==> config.mk <==
export PLATFORM = sky130hd
export DESIGN_NAME = mte_timing_engine
export DESIGN_NICKNAME = d
export VERILOG_FILES = /design/src/rtl/mte_pkg.sv /design/src/rtl/mte_seq.sv /design/src/rtl/mte_strobe.sv /design/src/rtl/mte_capture.sv /design/src/rtl/mte_cfg_check.sv /design/src/rtl/mte_timing_engine.sv
export SDC_FILE = /design/constraint.sdc
export NUM_CORES = 1
export LEC_CHECK = 0
export ABC_CLOCK_PERIOD_IN_PS = 3900
export BUFFER_PORTS_ARGS = -buffer_cell sky130_fd_sc_hd__buf_2
export CAP_MARGIN = 15
export CORE_MARGIN = 5
export CORE_UTILIZATION = 50
export CTS_CLUSTER_DIAMETER = 150
export CTS_CLUSTER_SIZE = 10
export DETAILED_ROUTE_END_ITERATION = 16
export GPL_TIMING_DRIVEN = 0
export PLACE_DENSITY = 0.8
export SLEW_MARGIN = 15
export SYNTH_ARGS = -nofsm -noshare
export SYNTH_HDL_FRONTEND = slang
export SYNTH_SLANG_ARGS = --single-unit
==> constraint.sdc <==
create_clock -name clk -period 3.9 [get_ports clk]
set_input_delay 0.78 -clock clk [delete_from_list [all_inputs] [get_ports clk]]
set_output_delay 0.78 -clock clk [all_outputs]
set_load 0.05 [all_outputs]
==> src/rtl/mte_pkg.sv <==
package mte_pkg;

  localparam int NUM_SIG = 4;

  // Strobe slot order; half_dly bit positions follow it.
  typedef enum logic [1:0] {
    SIG_CS  = 2'd0,
    SIG_ADV = 2'd1,
    SIG_OE  = 2'd2,
    SIG_WE  = 2'd3
  } sig_e;

  // Effective access time in functional cycles.
  function automatic int unsigned eff_time(int unsigned cnt, logic x2);
    return x2 ? cnt * 2 : cnt;
  endfunction

  // Strobe active window for cycle index t.
  function automatic logic in_window(int unsigned t, int unsigned on_t,
                                     int unsigned off_t);
    return (t >= on_t) && (t < off_t);
  endfunction

  // Deassertion (in half cycles) reaching the cycle time.
  function automatic logic past_end(int unsigned off_t, logic half,
                                    int unsigned cyc);
    return (off_t * 2 + 32'(half)) >= cyc * 2;
  endfunction

endpackage

==> src/rtl/mte_seq.sv <==
module mte_seq #(
  parameter int CNT_W = 5,
  parameter int T_W   = CNT_W + 1
) (
  input  logic             clk,
  input  logic             rst_n,
  input  logic             start,
  input  logic             is_write,
  input  logic             is_sync,
  input  logic [CNT_W-1:0] rd_cycle,
  input  logic [CNT_W-1:0] wr_cycle,
  output logic             accept,
  output logic             busy_q,
  output logic             busy_nxt,
  output logic [T_W-1:0]   t_q,
  output logic [T_W-1:0]   t_nxt,
  output logic             wr_q,
  output logic             wr_nxt,
  output logic             sync_q,
  output logic             sync_nxt,
  output logic             done
);

  logic [CNT_W-1:0] cyc_now;
  logic [CNT_W-1:0] cyc_next;
  logic             end_now;
  logic             done_nxt;

  always_comb begin
    accept   = start && !busy_q;
    wr_nxt   = accept ? is_write : wr_q;
    sync_nxt = accept ? is_sync  : sync_q;
    cyc_now  = wr_q ? wr_cycle : rd_cycle;
    end_now  = busy_q && (t_q == T_W'(cyc_now));
    busy_nxt = accept || (busy_q && !end_now);
    if (accept)        t_nxt = '0;
    else if (busy_nxt) t_nxt = t_q + T_W'(1);
    else               t_nxt = '0;
    cyc_next = wr_nxt ? wr_cycle : rd_cycle;
    done_nxt = busy_nxt && (t_nxt == T_W'(cyc_next));
  end

  always_ff @(posedge clk or negedge rst_n) begin
    if (!rst_n) begin
      busy_q <= 1'b0;
      t_q    <= '0;
      wr_q   <= 1'b0;
      sync_q <= 1'b0;
      done   <= 1'b0;
    end else begin
      busy_q <= busy_nxt;
      t_q    <= t_nxt;
      wr_q   <= wr_nxt;
      sync_q <= sync_nxt;
      done   <= done_nxt;
    end
  end

  // done lasts one cycle
  a_r5_done_pulse: assert property (@(posedge clk) disable iff (!rst_n)
    done |=> !done);

  // after the done cycle the engine is idle even if start was high
  a_r6_idle_after_done: assert property (@(posedge clk) disable iff (!rst_n)
    done |=> !busy_q);

  // mid-access the counter only advances
  a_r6_no_restart: assert property (@(posedge clk) disable iff (!rst_n)
    (busy_q && !end_now) |=> (busy_q && (t_q == $past(t_q) + T_W'(1))));

endmodule

==> src/rtl/mte_strobe.sv <==
module mte_strobe #(
  parameter int CNT_W = 5,
  parameter int T_W   = CNT_W + 1
) (
  input  logic             clk,
  input  logic             rst_n,
  input  logic             accept,
  input  logic             busy_q,
  input  logic             busy_nxt,
  input  logic             used_nxt,
  input  logic [T_W-1:0]   t_nxt,
  input  logic [CNT_W-1:0] on_t,
  input  logic [CNT_W-1:0] off_t,
  input  logic             dly_in,
  output logic             strb_n
);
  import mte_pkg::*;

  logic win;
  logic pos_act;
  logic neg_act;
  logic sel_q;

  always_comb begin
    win = busy_nxt && used_nxt &&
          in_window(32'(t_nxt), 32'(on_t), 32'(off_t));
  end

  // Select changes only at an access start, when both paths are idle or
  // move together, so the output mux cannot glitch mid-access.
  always_ff @(posedge clk or negedge rst_n) begin
    if (!rst_n) begin
      pos_act <= 1'b0;
      sel_q   <= 1'b0;
    end else begin
      pos_act <= win;
      if (accept) sel_q <= dly_in;
    end
  end

  always_ff @(negedge clk or negedge rst_n) begin
    if (!rst_n) neg_act <= 1'b0;
    else        neg_act <= pos_act;
  end

  assign strb_n = ~(sel_q ? neg_act : pos_act);

  // the falling-edge copy has caught up by the next rising edge
  a_r4_half_follow: assert property (@(posedge clk) disable iff (!rst_n)
    neg_act == pos_act);

  // the delay select is frozen for the whole access
  a_r4_sel_stable: assert property (@(posedge clk) disable iff (!rst_n)
    (busy_q && $past(busy_q)) |-> $stable(sel_q));

endmodule

==> src/rtl/mte_capture.sv <==
module mte_capture #(
  parameter int CNT_W = 5,
  parameter int T_W   = CNT_W + 1
) (
  input  logic           clk,
  input  logic           rst_n,
  input  logic           accept,
  input  logic           busy_nxt,
  input  logic [T_W-1:0] t_nxt,
  input  logic           wr_nxt,
  input  logic           sync_nxt,
  input  logic [T_W-1:0] eff_t,
  input  logic           mclk_rise,
  output logic           rd_cap,
  output logic           wr_cap
);

  logic taken_q;
  logic taken_now;
  logic reached;
  logic edge_ok;
  logic hit;
  logic sync_q;

  always_comb begin
    taken_now = accept ? 1'b0 : taken_q;
    reached   = t_nxt >= eff_t;
    edge_ok   = sync_nxt ? mclk_rise : (t_nxt == eff_t);
    hit       = busy_nxt && !taken_now && reached && edge_ok;
  end

  always_ff @(posedge clk or negedge rst_n) begin
    if (!rst_n) begin
      taken_q <= 1'b0;
      rd_cap  <= 1'b0;
      wr_cap  <= 1'b0;
      sync_q  <= 1'b0;
    end else begin
      taken_q <= taken_now || hit;
      rd_cap  <= hit && !wr_nxt;
      wr_cap  <= hit && wr_nxt;
      sync_q  <= sync_nxt;
    end
  end

  // synchronous capture only on a cycle opened by a memory clock rise
  a_r9_sync_edge: assert property (@(posedge clk) disable iff (!rst_n)
    ((rd_cap || wr_cap) && sync_q) |-> $past(mclk_rise));

  // a single capture pulse, never on both lines
  a_r7_single_cap: assert property (@(posedge clk) disable iff (!rst_n)
    (rd_cap || wr_cap) |=> !(rd_cap || wr_cap));

  a_r7_one_line: assert property (@(posedge clk) disable iff (!rst_n)
    !(rd_cap && wr_cap));

endmodule

==> src/rtl/mte_cfg_check.sv <==
module mte_cfg_check #(
  parameter int CNT_W = 5
) (
  input  logic             clk,
  input  logic             rst_n,
  input  logic             accept,
  input  logic             is_write,
  input  logic [CNT_W-1:0] off_cs,
  input  logic [CNT_W-1:0] off_adv,
  input  logic [CNT_W-1:0] off_oe,
  input  logic [CNT_W-1:0] off_we,
  input  logic [3:0]       half,
  input  logic [CNT_W-1:0] rd_cycle,
  input  logic [CNT_W-1:0] wr_cycle,
  output logic             cfg_err
);
  import mte_pkg::*;

  logic [CNT_W-1:0] cyc;
  logic             bad;

  always_comb begin
    cyc = is_write ? wr_cycle : rd_cycle;
    bad = past_end(32'(off_cs),  half[SIG_CS],  32'(cyc)) ||
          past_end(32'(off_adv), half[SIG_ADV], 32'(cyc)) ||
          (!is_write && past_end(32'(off_oe), half[SIG_OE], 32'(cyc))) ||
          ( is_write && past_end(32'(off_we), half[SIG_WE], 32'(cyc)));
  end

  always_ff @(posedge clk or negedge rst_n) begin
    if (!rst_n)      cfg_err <= 1'b0;
    else if (accept) cfg_err <= bad;
  end

  // the flag only moves at an access start
  a_r10_hold: assert property (@(posedge clk) disable iff (!rst_n)
    !$past(accept) |-> $stable(cfg_err));

endmodule

==> src/rtl/mte_timing_engine.sv <==
module mte_timing_engine #(
  parameter int CNT_W = 5
) (
  input  logic             clk,
  input  logic             rst_n,
  input  logic             start,
  input  logic             is_write,
  input  logic             is_sync,
  input  logic [3:0]       half_dly,
  input  logic [CNT_W-1:0] cs_on,
  input  logic [CNT_W-1:0] cs_off,
  input  logic [CNT_W-1:0] adv_on,
  input  logic [CNT_W-1:0] adv_off,
  input  logic [CNT_W-1:0] oe_on,
  input  logic [CNT_W-1:0] oe_off,
  input  logic [CNT_W-1:0] we_on,
  input  logic [CNT_W-1:0] we_off,
  input  logic [CNT_W-1:0] rd_acc,
  input  logic [CNT_W-1:0] wr_acc,
  input  logic             gran_x2,
  input  logic [CNT_W-1:0] rd_cycle,
  input  logic [CNT_W-1:0] wr_cycle,
  input  logic             mclk_rise,
  output logic             cs_n,
  output logic             adv_n,
  output logic             oe_n,
  output logic             we_n,
  output logic             rd_cap,
  output logic             wr_cap,
  output logic             done,
  output logic             cfg_err
);
  import mte_pkg::*;

  localparam int T_W = CNT_W + 1;

  logic           accept;
  logic           busy_q;
  logic           busy_nxt;
  logic [T_W-1:0] t_q;
  logic [T_W-1:0] t_nxt;
  logic           wr_q;
  logic           wr_nxt;
  logic           sync_q;
  logic           sync_nxt;
  logic [T_W-1:0] rd_eff;
  logic [T_W-1:0] wr_eff;
  logic [T_W-1:0] cap_eff;

  logic [NUM_SIG-1:0][CNT_W-1:0] on_a;
  logic [NUM_SIG-1:0][CNT_W-1:0] off_a;
  logic [NUM_SIG-1:0]            strb_n_a;

  always_comb begin
    rd_eff  = T_W'(eff_time(32'(rd_acc), gran_x2));
    wr_eff  = T_W'(eff_time(32'(wr_acc), gran_x2));
    cap_eff = wr_nxt ? wr_eff : rd_eff;
    on_a    = {we_on,  oe_on,  adv_on,  cs_on};
    off_a   = {we_off, oe_off, adv_off, cs_off};
  end

  mte_seq #(.CNT_W(CNT_W), .T_W(T_W)) u_seq (
    .clk      (clk),
    .rst_n    (rst_n),
    .start    (start),
    .is_write (is_write),
    .is_sync  (is_sync),
    .rd_cycle (rd_cycle),
    .wr_cycle (wr_cycle),
    .accept   (accept),
    .busy_q   (busy_q),
    .busy_nxt (busy_nxt),
    .t_q      (t_q),
    .t_nxt    (t_nxt),
    .wr_q     (wr_q),
    .wr_nxt   (wr_nxt),
    .sync_q   (sync_q),
    .sync_nxt (sync_nxt),
    .done     (done)
  );

  for (genvar g = 0; g < NUM_SIG; g++) begin : g_strb
    logic used;
    if (g == int'(SIG_OE)) begin : g_oe
      assign used = !wr_nxt;
    end else if (g == int'(SIG_WE)) begin : g_we
      assign used = wr_nxt;
    end else begin : g_all
      assign used = 1'b1;
    end

    mte_strobe #(.CNT_W(CNT_W), .T_W(T_W)) u_strb (
      .clk      (clk),
      .rst_n    (rst_n),
      .accept   (accept),
      .busy_q   (busy_q),
      .busy_nxt (busy_nxt),
      .used_nxt (used),
      .t_nxt    (t_nxt),
      .on_t     (on_a[g]),
      .off_t    (off_a[g]),
      .dly_in   (half_dly[g]),
      .strb_n   (strb_n_a[g])
    );
  end

  assign cs_n  = strb_n_a[SIG_CS];
  assign adv_n = strb_n_a[SIG_ADV];
  assign oe_n  = strb_n_a[SIG_OE];
  assign we_n  = strb_n_a[SIG_WE];

  mte_capture #(.CNT_W(CNT_W), .T_W(T_W)) u_cap (
    .clk       (clk),
    .rst_n     (rst_n),
    .accept    (accept),
    .busy_nxt  (busy_nxt),
    .t_nxt     (t_nxt),
    .wr_nxt    (wr_nxt),
    .sync_nxt  (sync_nxt),
    .eff_t     (cap_eff),
    .mclk_rise (mclk_rise),
    .rd_cap    (rd_cap),
    .wr_cap    (wr_cap)
  );

  mte_cfg_check #(.CNT_W(CNT_W)) u_cfg (
    .clk      (clk),
    .rst_n    (rst_n),
    .accept   (accept),
    .is_write (is_write),
    .off_cs   (cs_off),
    .off_adv  (adv_off),
    .off_oe   (oe_off),
    .off_we   (we_off),
    .half     (half_dly),
    .rd_cycle (rd_cycle),
    .wr_cycle (wr_cycle),
    .cfg_err  (cfg_err)
  );

  // outside an access every strobe is high and no pulse is seen
  a_r1_idle_high: assert property (@(posedge clk) disable iff (!rst_n)
    !busy_q |-> (cs_n && adv_n && oe_n && we_n && !done && !rd_cap && !wr_cap));

  // output enable never moves on a write, write enable never on a read
  a_r3_oe_reads_only: assert property (@(posedge clk) disable iff (!rst_n)
    (busy_q && wr_q) |-> oe_n);

  a_r3_we_writes_only: assert property (@(posedge clk) disable iff (!rst_n)
    (busy_q && !wr_q) |-> we_n);

  // asynchronous capture sits exactly on the effective access time
  a_r8_async_time: assert property (@(posedge clk) disable iff (!rst_n)
    ((rd_cap || wr_cap) && !sync_q) |-> (t_q == (wr_q ? wr_eff : rd_eff)));

endmodule

==> results.md <==
* Status: completed
* GR Util All Layers at 19.66%
* Final core occ at 61.32%
* CTS Sinks at 26
* Root Driver: clkbuf_8
* Critical path class: reg2out
* Hold Vio Cnt, Final at 0
* Antenna violations before repair at 0
* Vias at 2507
* Number of synthesized flops with an enable pin at 0
* Post-Synthesis Net Count at 458
* Final WL at 7.038 mm
* Finish-stage setup viols at 0
* Drc violations at 0
* Detailed-route wire length per cell at 14.75 um
* Setup ws final at 0.1636 ns
* Initial Utilization at 51.83%
* Max VDD drop at 0.3185 mV
* Max-slew headroom at 37.90%
* RSZ-0062 raised after global routing: no
* Worst Path Arrival at 2.96 ns
* Row count at 27
* Final ANT Viol Nets at 0
* CTS buffer count at 3
* Mapped Cells at 324
* DR pass1 iterations at 5
* Seq cells post-synth at 26
* Maxcap violations at 0
* Worst path top cell family by delay: flip-flops
* H-Tree Depth at 1
* Required time of the critical path at between 3 and 4 ns
* Metal3 WL at 386 um
* Period utilization at 95.81%
* # fillers at approximately 530
* Port bufs at 77
* CTS Hold Buffers Added at 0
* Syn Area/Cell at 8.917 um^2
* First-pass GRT wire length at 11.94 mm
* Die width at 86.02 um
* Via density at 5.256
* TNS Setup at 0 ns
* Synth unique cells at 45
* Sequential area share after synthesis at 22.52%
* Largest net degree at the start of global routing at 27
* Leakage at 0.001943 uW
* Crit-path slowest cell: dfrtn_1
* Final nets at 540
* Crit-path cells: mux2i_1, buf_2
* Total congestion overflow at 0
* Gpl congestion at 0.9125
* Met1 WL at 3.219 mm
* Area delta synth->final at 18.32%
* CTS max path bufs at 2
* Antenna cell count at 0
* WL met2 at around 3.3 mm
* Worst path max stage delay at 0.32 ns
* Clock Latency Late Sink at 0.27 ns
* Pre-CTS setup slack at -0.05184 ns
* Io pins at between 70 and 80
* Die area at about 0.0074 mm^2
* WP buf/inv at 1
* CP Capture Type: primary output
* Die Span Y at 86.02 um
* Tmin final at 3.736 ns
* Design area at about 0.0034 mm^2
* Core area at 0.005574 mm^2
* Achievable frequency at 0.2702 GHz
* CTS tree: built
* Initial drt markers at 110
* Number of global-route vias before repair at between 2000 and 3000
* Ys async rst share at 100.0%
* Post-DP HPWL at 5.869 mm
* Mapped Area at 0.002889 mm^2
* Tightest Hold Check Type: in2async
* Ys Warns at 0
* Worst-margin pin slew at 0.9281 ns
* Critical path peak fanout at 1
* Synth Flop Type: dfrtp_1
* Share of cells above drive strength 1 at 24.20%
* Slew Limit Fails at 0
* PwrDens at roughly 580 mW/mm^2
* CP Launch Type: flop
* Postcts setup bufs at 0
* Post-DP Area at roughly 0.0034 mm^2
* Top layer used by detailed routing: met4
* Final Skew at ~0.013 ns
* Worst-path clk slew at around 0.09 ns
repair_timing:
| item | 4_1_cts | 5_1_grt |
|---|---|---|
| endpoints found under the hold margin | 0 | 0 |
| endpoints found under the setup margin | 0 | 3 |
| gates resized for setup | 0 | 1 |
routing by layer:
metal  GRT usage [%]  up-vias
met5               0        -
met1           26.99     1114
li1                -     1297
met4           4.604        0
met3           2.402        8
met2           32.80       88
synth_stat cells (2+ instances only):
master | number | area [um^2]
a2111oi_0 | 2 | 17.52
a21o_1 | 9 | 67.56
mux2_2 | 5 | 56.30
dfrtp_1 | 22 | 550.5
o2111ai_1 | 4 | 35.03
nand2b_1 | 10 | 62.56
buf_2 | 2 | 10.01
mux2i_1 | 22 | 220.2
a21boi_0 | 2 | 15.01
inv_1 | 48 | 180.2
nor2b_1 | 7 | 43.79
dfrtn_1 | 4 | 100.1
nand2_1 | 22 | 82.58
nor4b_2 | 2 | 30.03
nor4_1 | 3 | 18.77
a31oi_1 | 4 | 25.02
nand3_1 | 4 | 20.02
xnor2_1 | 5 | 43.79
a21oi_1 | 17 | 85.08
a211oi_1 | 2 | 15.01
buf_6 | 3 | 33.78
o21ai_0 | 15 | 75.07
ha_1 | 63 | 788.3
nor3_1 | 4 | 20.02
xor2_1 | 6 | 52.55
nor2_1 | 18 | 67.56
cells in the final DEF, fill, tap and decap left out, types with 2 or more instances in the layout:
master,n
buf_6,3
nor2b_1,7
nor2_1,18
nor4_1,3
a211oi_1,2
o2111ai_1,4
clkbuf_1,2
a21o_1,9
xnor2_1,5
buf_2,79
dfrtp_1,22
a2111oi_0,2
a31oi_1,4
inv_1,48
xor2_1,6
nor3_1,4
mux2_2,5
nor4b_2,2
o21ai_0,15
clkbuf_8,3
ha_1,63
a21oi_1,17
nand2b_1,10
dfrtn_1,4
nand3_1,4
a21boi_0,2
nand2_1,22
mux2i_1,22
registers in the layout, summed over array words and instances, names as in the netlist, 4 cells and up:
register and cells:
g_strb.u_strb.sel_q 4, g_strb.u_strb.pos_act 4, g_strb.u_strb.neg_act 4, u_seq.t_q 6
worst paths after layout:
| path | startpoint | to | slack [ns] | cells after the start |
|---|---|---|---|---|
| setup reg to reg | u_seq.wr_q$_DFF_PN0_ | u_cap.rd_cap$_DFF_PN0_ | 0.29 | 15 |
| hold / removal | rst_n | u_seq.done$_DFF_PN0_ | 0.49 | 1 |
| setup / recovery | g_strb[1].u_strb.neg_act$_DFF_NN0_ | adv_n | 0.16 | 2 |
| min in group clk | g_strb[2].u_strb.sel_q$_DFFE_PN0P_ | g_strb[2].u_strb.sel_q$_DFFE_PN0P_ | 0.51 | 2 |
| hold reg to reg | g_strb[2].u_strb.sel_q$_DFFE_PN0P_ | g_strb[2].u_strb.sel_q$_DFFE_PN0P_ | 0.51 | 2 |
| max in group asynchronous | rst_n | g_strb[2].u_strb.neg_act$_DFF_NN0_ | 1.17 | 1 |
report_power, final:
part           switching, uW  internal (uW)  leakage, uW  total [uW]
Combinational            806            578      0.00158        1380
Sequential              73.2            371     0.000336         445
Clock                   79.9           73.0    0.0000228         153
Total                    959           1020      0.00194        1980
area by class of cell:
class	instances	area [um^2]	area share (%)
clock buffers	4	45.04	1.318
multi-input cells	243	2016	58.97
repair buffers	77	385.4	11.27
flip-flops and latches	26	650.6	19.03
plain buffers	6	47.55	1.391
well taps	72	90.09	2.635
inverters	49	183.9	5.381
worst register-to-register path: cells and delay by family, from the launching register on:
kind | cells | cell delay [ns]
simple gates | 4 | 1.10
compound gates | 6 | 0.96
fa+ha+maj | 1 | 0.38
flops | 1 | 0.35
buf+inv | 2 | 0.35
mux | 1 | 0.25
xor+xnor | 1 | 0.11
kinds of logic (layout without fill, tap and decap cells):
| logic type | Yosys count | count (layout) | share of synthesized area [%] |
|---|---|---|---|
| buffers and inverters | 55 | 136 | 8.012 |
| muxes | 29 | 29 | 10.57 |
| xor gates and xnor gates | 11 | 11 | 3.335 |
| and+or+nand+nor | 77 | 77 | 13.90 |
| AOI/OAI and AO/OA | 63 | 63 | 14.38 |
| DFF | 26 | 26 | 22.52 |
| adders and majority gates | 63 | 63 | 27.28 |
through the flow:
stage / hold slack (ns) / cells / power (uW)
detailed placement: 0.4837 / 473 / 1826
global route: 0.5382 / 477 / 2193
floorplan: 0.4563 / 324 / 1476
CTS: 0.5038 / 477 / 1988
global placement: 0.4742 / 473 / 1775
finish: 0.4893 / 477 / 1982
Power figures use the tool's default switching activity.
